## src/rtl/rxr_pkg.sv

```systemverilog
package rxr_pkg;
    typedef enum logic [2:0] {
        ST_IDLE,
        ST_FETCH_LO,
        ST_FETCH_HI,
        ST_FETCH_BUF,
        ST_CHECK,
        ST_RECV,
        ST_WBACK,
        ST_STALL
    } rxr_state_e;

    // low control word bit positions
    localparam int OWN_BIT    = 31;
    localparam int FIRST_BIT  = 29;
    localparam int LAST_BIT   = 28;
    localparam int RUNT_BIT   = 21;
    localparam int FTL_BIT    = 20;
    localparam int CRC_BIT    = 19;
    localparam int BUSERR_BIT = 18;
    localparam int BCAST_BIT  = 17;
    localparam int MCAST_BIT  = 16;
    // high control word bit positions
    localparam int RING_END_BIT = 31;
    localparam int DESC_BYTES   = 16;
    localparam int DA_BYTES     = 6;
endpackage

```

## src/rtl/rxr_poll_timer.sv

```systemverilog
module rxr_poll_timer #(
    parameter int TICK_CYCLES = 16,
    parameter int IVL_W       = 4
) (
    input  logic             clk,
    input  logic             rst_n,
    input  logic             run,
    input  logic [IVL_W-1:0] ivl,
    output logic             fire
);
    localparam int TW = (TICK_CYCLES > 1) ? $clog2(TICK_CYCLES) : 1;

    logic [TW-1:0]    tick_q;
    logic [IVL_W-1:0] unit_q;
    logic             tick_end;

    assign tick_end = (tick_q == TW'(TICK_CYCLES - 1));
    assign fire     = run && (ivl != '0) && tick_end && (unit_q == ivl - 1'b1);

    always_ff @(posedge clk or negedge rst_n) begin
        if (!rst_n) begin
            tick_q <= '0;
            unit_q <= '0;
        end else if (!run || fire) begin
            tick_q <= '0;
            unit_q <= '0;
        end else if (tick_end) begin
            tick_q <= '0;
            unit_q <= unit_q + 1'b1;
        end else begin
            tick_q <= tick_q + 1'b1;
        end
    end
endmodule

```

## src/rtl/rxr_frame_track.sv

```systemverilog
module rxr_frame_track import rxr_pkg::*; #(
    parameter int LEN_W    = 11,
    parameter int RUNT_MIN = 64
) (
    input  logic             clk,
    input  logic             rst_n,
    input  logic             clr,
    input  logic             take,
    input  logic [7:0]       data,
    input  logic             last,
    input  logic             err,
    input  logic [LEN_W-1:0] bufsz,
    output logic [LEN_W:0]   idx,
    output logic             store_en,
    output logic [31:0]      status
);
    logic [LEN_W:0]   idx_q;
    logic             bc_q, mc_q, crc_q;
    logic             too_long, bcast;
    logic [LEN_W-1:0] stored;

    assign idx      = idx_q;
    assign too_long = idx_q > {1'b0, bufsz};
    assign store_en = !too_long && (idx_q != {1'b0, bufsz});
    assign stored   = too_long ? bufsz : idx_q[LEN_W-1:0];
    assign bcast    = bc_q && (idx_q >= (LEN_W+1)'(DA_BYTES));

    always_ff @(posedge clk or negedge rst_n) begin
        if (!rst_n) begin
            idx_q <= '0;
            bc_q  <= 1'b1;
            mc_q  <= 1'b0;
            crc_q <= 1'b0;
        end else if (clr) begin
            idx_q <= '0;
            bc_q  <= 1'b1;
            mc_q  <= 1'b0;
            crc_q <= 1'b0;
        end else if (take) begin
            if (idx_q != '1)
                idx_q <= idx_q + 1'b1;
            if (idx_q < (LEN_W+1)'(DA_BYTES) && data != 8'hFF)
                bc_q <= 1'b0;
            if (idx_q == '0)
                mc_q <= data[0];
            if (last)
                crc_q <= err;
        end
    end

    always_comb begin
        status              = '0;
        status[LEN_W-1:0]   = stored;
        status[FIRST_BIT]   = 1'b1;
        status[LAST_BIT]    = 1'b1;
        status[BCAST_BIT]   = bcast;
        status[MCAST_BIT]   = mc_q && !bcast;
        status[CRC_BIT]     = crc_q;
        status[FTL_BIT]     = too_long;
        status[RUNT_BIT]    = idx_q < (LEN_W+1)'(RUNT_MIN);
    end
endmodule

```

## src/rtl/rxr_ring_engine.sv

```systemverilog
module rxr_ring_engine import rxr_pkg::*; #(
    parameter int AW          = 16,
    parameter int LEN_W       = 11,
    parameter int RUNT_MIN    = 64,
    parameter int TICK_CYCLES = 16,
    parameter int IVL_W       = 4
) (
    input  logic             clk,
    input  logic             rst_n,
    input  logic [AW-1:0]    ring_base,
    input  logic             poll_wr,
    input  logic [IVL_W-1:0] poll_ivl,
    input  logic             frm_valid,
    input  logic [7:0]       frm_data,
    input  logic             frm_last,
    input  logic             frm_err,
    output logic             frm_ready,
    output logic             mem_req,
    output logic             mem_we,
    output logic [AW-1:0]    mem_addr,
    output logic [3:0]       mem_be,
    output logic [31:0]      mem_wdata,
    input  logic [31:0]      mem_rdata,
    output logic             rx_nobuf
);
    rxr_state_e state_q, state_d;

    logic [AW-1:0]    desc_q, buf_q, byte_addr;
    logic [LEN_W-1:0] bsz_q;
    logic             own_q, end_q, skip_q;
    logic             auto_fire, poll_go, buf_ok;
    logic             trk_clr, trk_take, store_en;
    logic [LEN_W:0]   idx;
    logic [31:0]      status;

    assign poll_go   = poll_wr || auto_fire;
    assign buf_ok    = (mem_rdata[1:0] == 2'b10);
    assign trk_clr   = (state_q == ST_CHECK);
    assign trk_take  = (state_q == ST_RECV) && frm_valid;
    assign byte_addr = buf_q + AW'(idx);

    rxr_poll_timer #(.TICK_CYCLES(TICK_CYCLES), .IVL_W(IVL_W)) u_timer (
        .clk  (clk),
        .rst_n(rst_n),
        .run  ((state_q == ST_STALL) || (state_q == ST_IDLE)),
        .ivl  (poll_ivl),
        .fire (auto_fire)
    );

    rxr_frame_track #(.LEN_W(LEN_W), .RUNT_MIN(RUNT_MIN)) u_track (
        .clk     (clk),
        .rst_n   (rst_n),
        .clr     (trk_clr),
        .take    (trk_take),
        .data    (frm_data),
        .last    (frm_last),
        .err     (frm_err),
        .bufsz   (bsz_q),
        .idx     (idx),
        .store_en(store_en),
        .status  (status)
    );

    // state register
    always_ff @(posedge clk or negedge rst_n) begin
        if (!rst_n) state_q <= ST_IDLE;
        else        state_q <= state_d;
    end

    // descriptor context registers
    always_ff @(posedge clk or negedge rst_n) begin
        if (!rst_n) begin
            desc_q <= '0;
            buf_q  <= '0;
            bsz_q  <= '0;
            own_q  <= 1'b0;
            end_q  <= 1'b0;
            skip_q <= 1'b0;
        end else begin
            case (state_q)
                ST_IDLE:      if (poll_go) desc_q <= ring_base;
                ST_FETCH_HI:  own_q <= mem_rdata[OWN_BIT];
                ST_FETCH_BUF: begin
                    end_q <= mem_rdata[RING_END_BIT];
                    bsz_q <= mem_rdata[LEN_W-1:0];
                end
                ST_CHECK: begin
                    buf_q  <= mem_rdata[AW-1:0];
                    skip_q <= !buf_ok;
                end
                ST_WBACK:     desc_q <= end_q ? ring_base : desc_q + AW'(DESC_BYTES);
                default: ;
            endcase
        end
    end

    // next state
    always_comb begin
        state_d = state_q;
        unique case (state_q)
            ST_IDLE:      if (poll_go) state_d = ST_FETCH_LO;
            ST_FETCH_LO:  state_d = ST_FETCH_HI;
            ST_FETCH_HI:  state_d = ST_FETCH_BUF;
            ST_FETCH_BUF: state_d = ST_CHECK;
            ST_CHECK: begin
                if (!own_q)       state_d = ST_STALL;
                else if (!buf_ok) state_d = ST_WBACK;
                else              state_d = ST_RECV;
            end
            ST_RECV:      if (frm_valid && frm_last) state_d = ST_WBACK;
            ST_WBACK:     state_d = ST_FETCH_LO;
            ST_STALL:     if (poll_go) state_d = ST_FETCH_LO;
        endcase
    end

    // outputs
    always_comb begin
        frm_ready = 1'b0;
        mem_req   = 1'b0;
        mem_we    = 1'b0;
        mem_addr  = desc_q;
        mem_be    = 4'h0;
        mem_wdata = '0;
        rx_nobuf  = 1'b0;
        unique case (state_q)
            ST_IDLE, ST_CHECK: ;
            ST_FETCH_LO:  mem_req = 1'b1;
            ST_FETCH_HI: begin
                mem_req  = 1'b1;
                mem_addr = desc_q + AW'(4);
            end
            ST_FETCH_BUF: begin
                mem_req  = 1'b1;
                mem_addr = desc_q + AW'(8);
            end
            ST_RECV: begin
                frm_ready = 1'b1;
                if (frm_valid && store_en) begin
                    mem_req   = 1'b1;
                    mem_we    = 1'b1;
                    mem_addr  = {byte_addr[AW-1:2], 2'b00};
                    mem_be    = 4'b0001 << byte_addr[1:0];
                    mem_wdata = {4{frm_data}};
                end
            end
            ST_WBACK: begin
                mem_req   = 1'b1;
                mem_we    = 1'b1;
                mem_be    = 4'hF;
                mem_wdata = skip_q ? (32'h1 << BUSERR_BIT) : status;
            end
            ST_STALL: begin
                frm_ready = 1'b1;
                rx_nobuf  = 1'b1;
            end
        endcase
    end
endmodule

```

## config.mk

```make
export PLATFORM = sky130hd
export DESIGN_NAME = rxr_ring_engine
export DESIGN_NICKNAME = d
export VERILOG_FILES = /design/src/rtl/rxr_pkg.sv /design/src/rtl/rxr_poll_timer.sv /design/src/rtl/rxr_frame_track.sv /design/src/rtl/rxr_ring_engine.sv
export SDC_FILE = /design/constraint.sdc
export NUM_CORES = 1
export LEC_CHECK = 0
export BUFFER_PORTS_ARGS = -buffer_cell sky130_fd_sc_hd__buf_2
export CORE_MARGIN = 2
export CORE_UTILIZATION = 30
export DETAILED_ROUTE_END_ITERATION = 8
export GPL_ROUTABILITY_DRIVEN = 1
export PLACE_DENSITY = 0.58
export SYNTH_ARGS = -nofsm -noshare
export SYNTH_HDL_FRONTEND = slang
export SYNTH_SLANG_ARGS = --single-unit
```

## constraint.sdc

```tcl
create_clock -name clk -period 4.4 [get_ports clk]
set_input_delay 0.88 -clock clk [delete_from_list [all_inputs] [get_ports clk]]
set_output_delay 0.88 -clock clk [all_outputs]
set_load 0.01 [all_outputs]
```

# After elaboration in Yosys (flattened, before gate mapping)
# Cells that the tools add are included.
op_classes:
  shifts: 1
  add_sub_neg: 8
  n_eq_ne: 16
  n_reduce_logical: 36
  mux: 37
  magnitude_cmp: 4
op_table:
  columns: ["cell", "count"]
  rows:
  - ["one-hot mux 32 bit (2 select lines)", 1]
  - ["2-to-1 mux 16 bit", 3]
  - ["one-hot mux 16 bit (3 select lines)", 1]
  - ["2-to-1 mux 12 bit", 3]
  - ["2-to-1 mux 32 bit", 1]
  - ["one-hot mux 16 bit (2 select lines)", 1]
  - ["2-to-1 mux 30 bit", 1]
  - ["one-hot mux 3 bit (7 select lines)", 1]
  - ["2-to-1 mux 4 bit", 5]
  - ["adder 16 x 12 -> 16 bit", 1]
  - ["adder 16 x 3 -> 16 bit, second input constant", 1]
  - ["adder 16 x 4 -> 16 bit, second input constant", 1]
  - ["adder 16 x 5 -> 16 bit, second input constant", 1]
  - ["nonzero test 2 bit", 7]
  - ["adder 12 x 1 -> 12 bit, second input constant", 1]
  - ["== test 3 bit, second input constant", 4]
  - [">= comparator 12 x 3 -> 1 bit, second input constant", 1]
  - ["greater-than comparator 12 x 11 -> 1 bit", 1]
  - ["logical NOT 12 bit", 1]
  - ["< comparator 12 x 3 -> 1 bit, second input constant", 1]
  - ["< comparator 12 x 7 -> 1 bit, second input constant", 1]
  - ["2-to-1 mux 1 bit", 12]
  - ["!= test 12 x 11 -> 1 bit", 1]
  - ["!= test 12 bit, second input constant", 1]
  - ["24 further kinds", 50]
word_totals:
  output_inout_bits: 56
  ff_bits: 72

# Logic depth before layout (Yosys ltp)
logic_depth:
  ltp_word: 8
  mapped_depth: 10
  ltp_nobuf: 10

# Cells and area by module
# From an unflattened synthesis, not the netlist that was laid out.
unflattened:
  hier_cells: 658
  area_unflattened_um2: 5748.0
modules_own_cells:
  columns: ["module", "area_each_um2", "instances", "seq_area_each_um2", "cells_each"]
  rows:
  - ["rxr_ring_engine", 3789.9, 1, 1226.2, 436]
  - ["rxr_frame_track", 1451.4, 1, 376.6, 172]
  - ["rxr_poll_timer", 506.7, 1, 200.2, 50]

# Least setup slack after synthesis
# No wires, ideal clock.
synth_path:
  path_type: "register to output"
  start: "register u_track.idx_q[4] (netlist: u_track.idx[4])"
  end: "output port mem_addr[14]"
  required_ps: 3520
  stages_incl_launch_ff: 10
  slack_ps: 974
  t_arrival_ps: 2546
  path_cell_list: "dfrtp_1 > ha_1 > or2_2 > a21oi_1 > a21oi_1 > o21a_1 > or3_1 > buf_2 > or4_1 > nand3_1"
synth_via:
  elab_chain_cells: 6
  elab_cells_between_ends: 8
synth_lines:
  columns: ["item", "line_no", "source"]
  rows:
  - ["from (decl)", "rxr_frame_track.sv:17", "logic [LEN_W:0] idx_q;"]
  - ["from (signal assigned)", "rxr_frame_track.sv:41", "idx_q <= idx_q + 1'b1;"]
  - ["greater-than comparator 12 x 11 -> 1 bit", "rxr_frame_track.sv:23", "assign too_long = idx_q > {1'b0, bufsz};"]
  - ["logical NOT 1 bit", "rxr_frame_track.sv:24", "assign store_en = !too_long && (idx_q != {1'b0, bufsz});"]
  - ["logical AND 1 bit", "rxr_frame_track.sv:24", null]
  - ["logical AND 1 bit", "rxr_ring_engine.sv:138", "if (frm_valid && store_en) begin"]
  - ["2-to-1 mux 16 bit (*)", "rxr_ring_engine.sv:138", null]
  - ["one-hot mux 16 bit (3 select lines) (*)", "rxr_ring_engine.sv:125", "unique case (state_q)"]
  - ["to (decl)", "rxr_ring_engine.sv:20", "output logic [AW-1:0] mem_addr,"]
# Every way passes the cells marked *; elsewhere a longest branch is shown, timed or not.

# Worst setup path in the final report
layout_path:
  start: "register u_track.idx_q[10] (netlist: u_track.idx[10])"
  end: "output port mem_addr[11]"
# Same word-level chain as after synthesis.

==> metrics.log <==
INFO  metric run_status = finished clean
INFO  metric antenna_found_initial = 0
INFO  metric grt_max_degree = 39
INFO  metric cts_setup_buffers = 0
INFO  metric ff_latch_area = 1800 sq um
INFO  metric yosysTopAreaCellShare = 33.8%
INFO  metric rsz0062_at_grt = false
INFO  metric place_congestion = 0.846
INFO  metric sequential_element_share_of_the_synthesized_area = 34.3%
INFO  metric tightestPinTransition = 0.907 ns
INFO  metric number_of_clock_buffers_inserted_by_tritoncts = 9
INFO  metric detail_route.iter0.violations = 284
INFO  metric vdd_ir_drop_max = 0.281 mV
INFO  metric drt-pass1-iter-count = 4
INFO  metric grt_usage = 17.1%
INFO  metric multi_input_comb_area = 3200 sq um
INFO  metric worst_clock_skew = 0.00678 ns
INFO  metric synth.lib_cells_used.distinct = 55
INFO  metric critical-path-slowest-cell = or4_1
INFO  metric type_of_origin_of_the_critical_path = flip-flop
INFO  metric crit_path_max_incr_delay = 0.55 ns
INFO  metric die_height = 136 um
INFO  metric die_w = 136 um
INFO  metric layout.filler_cells = 1800
INFO  metric dp.final_hpwl = 11.7 mm
INFO  metric synth.area.top_cells = dfrtp_1 (34%), ha_1 (7.4%), mux2_2 (6.6%)
INFO  metric via_per_inst = 5.07
INFO  metric initial_utilization = 30.5%
INFO  metric final_cell_area = 6360 sq um
INFO  metric die-area = 18600 sq um
INFO  metric core_area = 17200 sq um
INFO  metric finalHoldWorstSlack = 0.495 ns
INFO  metric synth.yosys.warnings = 0
INFO  metric post-route-period-util = 94.3%
INFO  metric cts_root_buffer = clkbuf_16
INFO  metric cts_tree = done
INFO  metric period_needed = 4.15 ns
INFO  metric max_clock_freq = 241 MHz
INFO  metric h-tree-depth = 3
INFO  metric first_global_vias = 4551
INFO  metric synth_edf_count = 0
INFO  metric maxSlewHeadroom = 39.5%
INFO  metric synthFlopType = dfrtp_1
INFO  metric overall_power_consumption = 0.00413 W
INFO  metric io_pins = 122
INFO  metric cp_data_required_time = 3.52 ns
INFO  metric routed_wl = 15.3 mm
INFO  metric drive_above_1_share = 24.3%
INFO  metric syn-num-nets = 722
INFO  metric synth_top_area_cell = dfrtp_1
INFO  metric max-clock-path-buffers = 2
INFO  metric hp-class = reg -> reg
INFO  metric core.rowCount = 48
INFO  metric report.final.setup_viol = 0
INFO  metric antennaDiodeCount = 0
INFO  metric yosys_register_bits = 72
INFO  metric slew_viol_final = 0
INFO  metric post-synth-top-count-cell = dfrtp_1
INFO  metric critical_path_arrival = 3.27 ns
INFO  metric num_vias = 4829
INFO  metric max_cap_viol_count = 0
INFO  metric syn_to_final_growth = 20.9%
INFO  metric cp_cell_sequence = ha_1, and4b_1, a211o_1, or4_1, o21ai_4, nor2_1, o21ai_0, o311ai_0, buf_2
INFO  metric p_per_area = 649 nW/um^2
INFO  metric io_buffer_count = 106
INFO  metric critical_path_peak_fanout = 7
INFO  metric wire_length_of_the_first_global_routing_pass = 24.5 mm
INFO  metric finish.net_count = 821
INFO  metric detail_route.wl_per_cell = 16.0 um
INFO  metric synth.avg_cell_area = 8.43 sq um
INFO  metric endpoint_kind = output pin
INFO  metric leakage = 2.99 nW
INFO  metric tritoncts_sink_count = 72
INFO  metric clock_latency = 0.35 ns
INFO  metric synth_cells = 624
INFO  metric remaining_drc_errors = 0
INFO  metric overflow = 0
INFO  metric clkSlewWorstSetupHoldPaths = 0.06 ns
INFO  metric antenna_left = 0
INFO  metric synth_commonest_cells = dfrtp_1 (71), nand2_1 (65), nor2_1 (52)
INFO  metric fin_setup_tns = 0 ns
INFO  metric synthArstFlopShare = 100%
INFO  metric timing.final.hold_violations = 0
INFO  metric crit_type = reg -> out
INFO  metric synth.cell_area = 5260 sq um
INFO  metric detailed_place.area = 6050 sq um
## flip-flops by register name (all words and copies together), names as in the netlist
signal          cells
skip_q              1
u_track.crc_q       1
bsz_q              11
end_q               1
u_timer.tick_q      4
u_track.mc_q        1
state_q             3
u_track.bc_q        1
u_track.idx        12
desc_q             16
own_q               1
u_timer.unit_q      4
buf_q              16
## placed cells by master (no fill, tap or decap), types with 19 or more instances in the layout
| master | instances |
|---|---|
| buf_2 | 106 |
| dfrtp_1 | 71 |
| nand3_1 | 27 |
| ha_1 | 31 |
| inv_1 | 33 |
| a21oi_1 | 45 |
| o21ai_0 | 49 |
| nor2_1 | 51 |
| nand2_1 | 65 |
| xor2_1 | 19 |
| mux2_2 | 31 |
## cell type report
| cell class | count | share of cell area (%) |
|---|---|---|
| Sequential cell | 72 | 28.3 |
| Timing Repair Buffer | 120 | 10.2 |
| Clock buffer | 11 | 3.82 |
| Tap cell | 225 | 4.43 |
| Multi-Input combinational cell | 487 | 50.4 |
| Inverter | 33 | 1.95 |
| Clock inverter | 5 | 0.885 |
## routing by layer
| layer | vias up | track usage [%] | routed length (um) |
|---|---|---|---|
| li1 | 2445 | - | - |
| met1 | 2271 | 24.2 | 7560 |
| met2 | 99 | 26.2 | 6870 |
| met3 | 14 | 4.25 | 699 |
| met4 | 0 | 4.05 | 164 |
| met5 | - | 0 | 0 |
## kinds of logic (layout without fill, tap and decap cells)
family          Yosys count  in the layout  synth area share (%)
fa+ha+maj                32             32                  7.75
flops                    72             72                  34.3
xor+xnor                 31             31                  5.16
buf+inv                  65            169                  5.09
mux                      44             44                  9.11
compound gates          160            160                  18.3
simple gates            220            220                  20.3
## metrics by stage
| step | worst slack [ns] | instances | util (%) |
|---|---|---|---|
| floorplan | 0.974 | 624 | - |
| global placement | 0.571 | 937 | 35.1 |
| detailed placement | 0.565 | 937 | 35.1 |
| CTS | 0.169 | 953 | 36.9 |
| global route | 0.0723 | 953 | 36.9 |
| finish | 0.250 | 953 | 36.9 |
## where the power goes
part	switching [W]	leakage (nW)	internal [W]
logic	0.00122	1.97	0.000908
clock network	0.000302	0.145	0.000453
registers	0.000319	0.876	0.000924
## worst max-delay path, delay by kind of cell (launching register included)
kind	cells	cell delay [ns]
flip-flops	1	0.47
AND/OR/NAND/NOR	3	0.92
adder cells (fa/ha/maj)	1	0.32
buffers and inverters	1	0.22
AO/OA/AOI/OAI	4	0.98
## path summary, 6_finish.rpt
kind	from	end	cells past startpoint	slack, ns
hold / removal	desc_q[1]	desc_q[1]	1	0.50
setup / recovery	u_track.idx[10]	mem_addr[11]	9	0.25
setup reg to reg	u_timer.tick_q[0]	desc_q[13]	9	2.01
hold reg to reg	desc_q[1]	desc_q[1]	1	0.50
min in group asynchronous	rst_n	buf_q[6]	1	0.65
max in group asynchronous	rst_n	desc_q[0]	2	3.05
## what timing repair did
item | 4_1_cts | 5_1_grt
setup endpoints to repair | 0 | 1
resized for setup | 0 | 1
hold buffers | 0 | 0
Power figures use the tool's default switching activity.
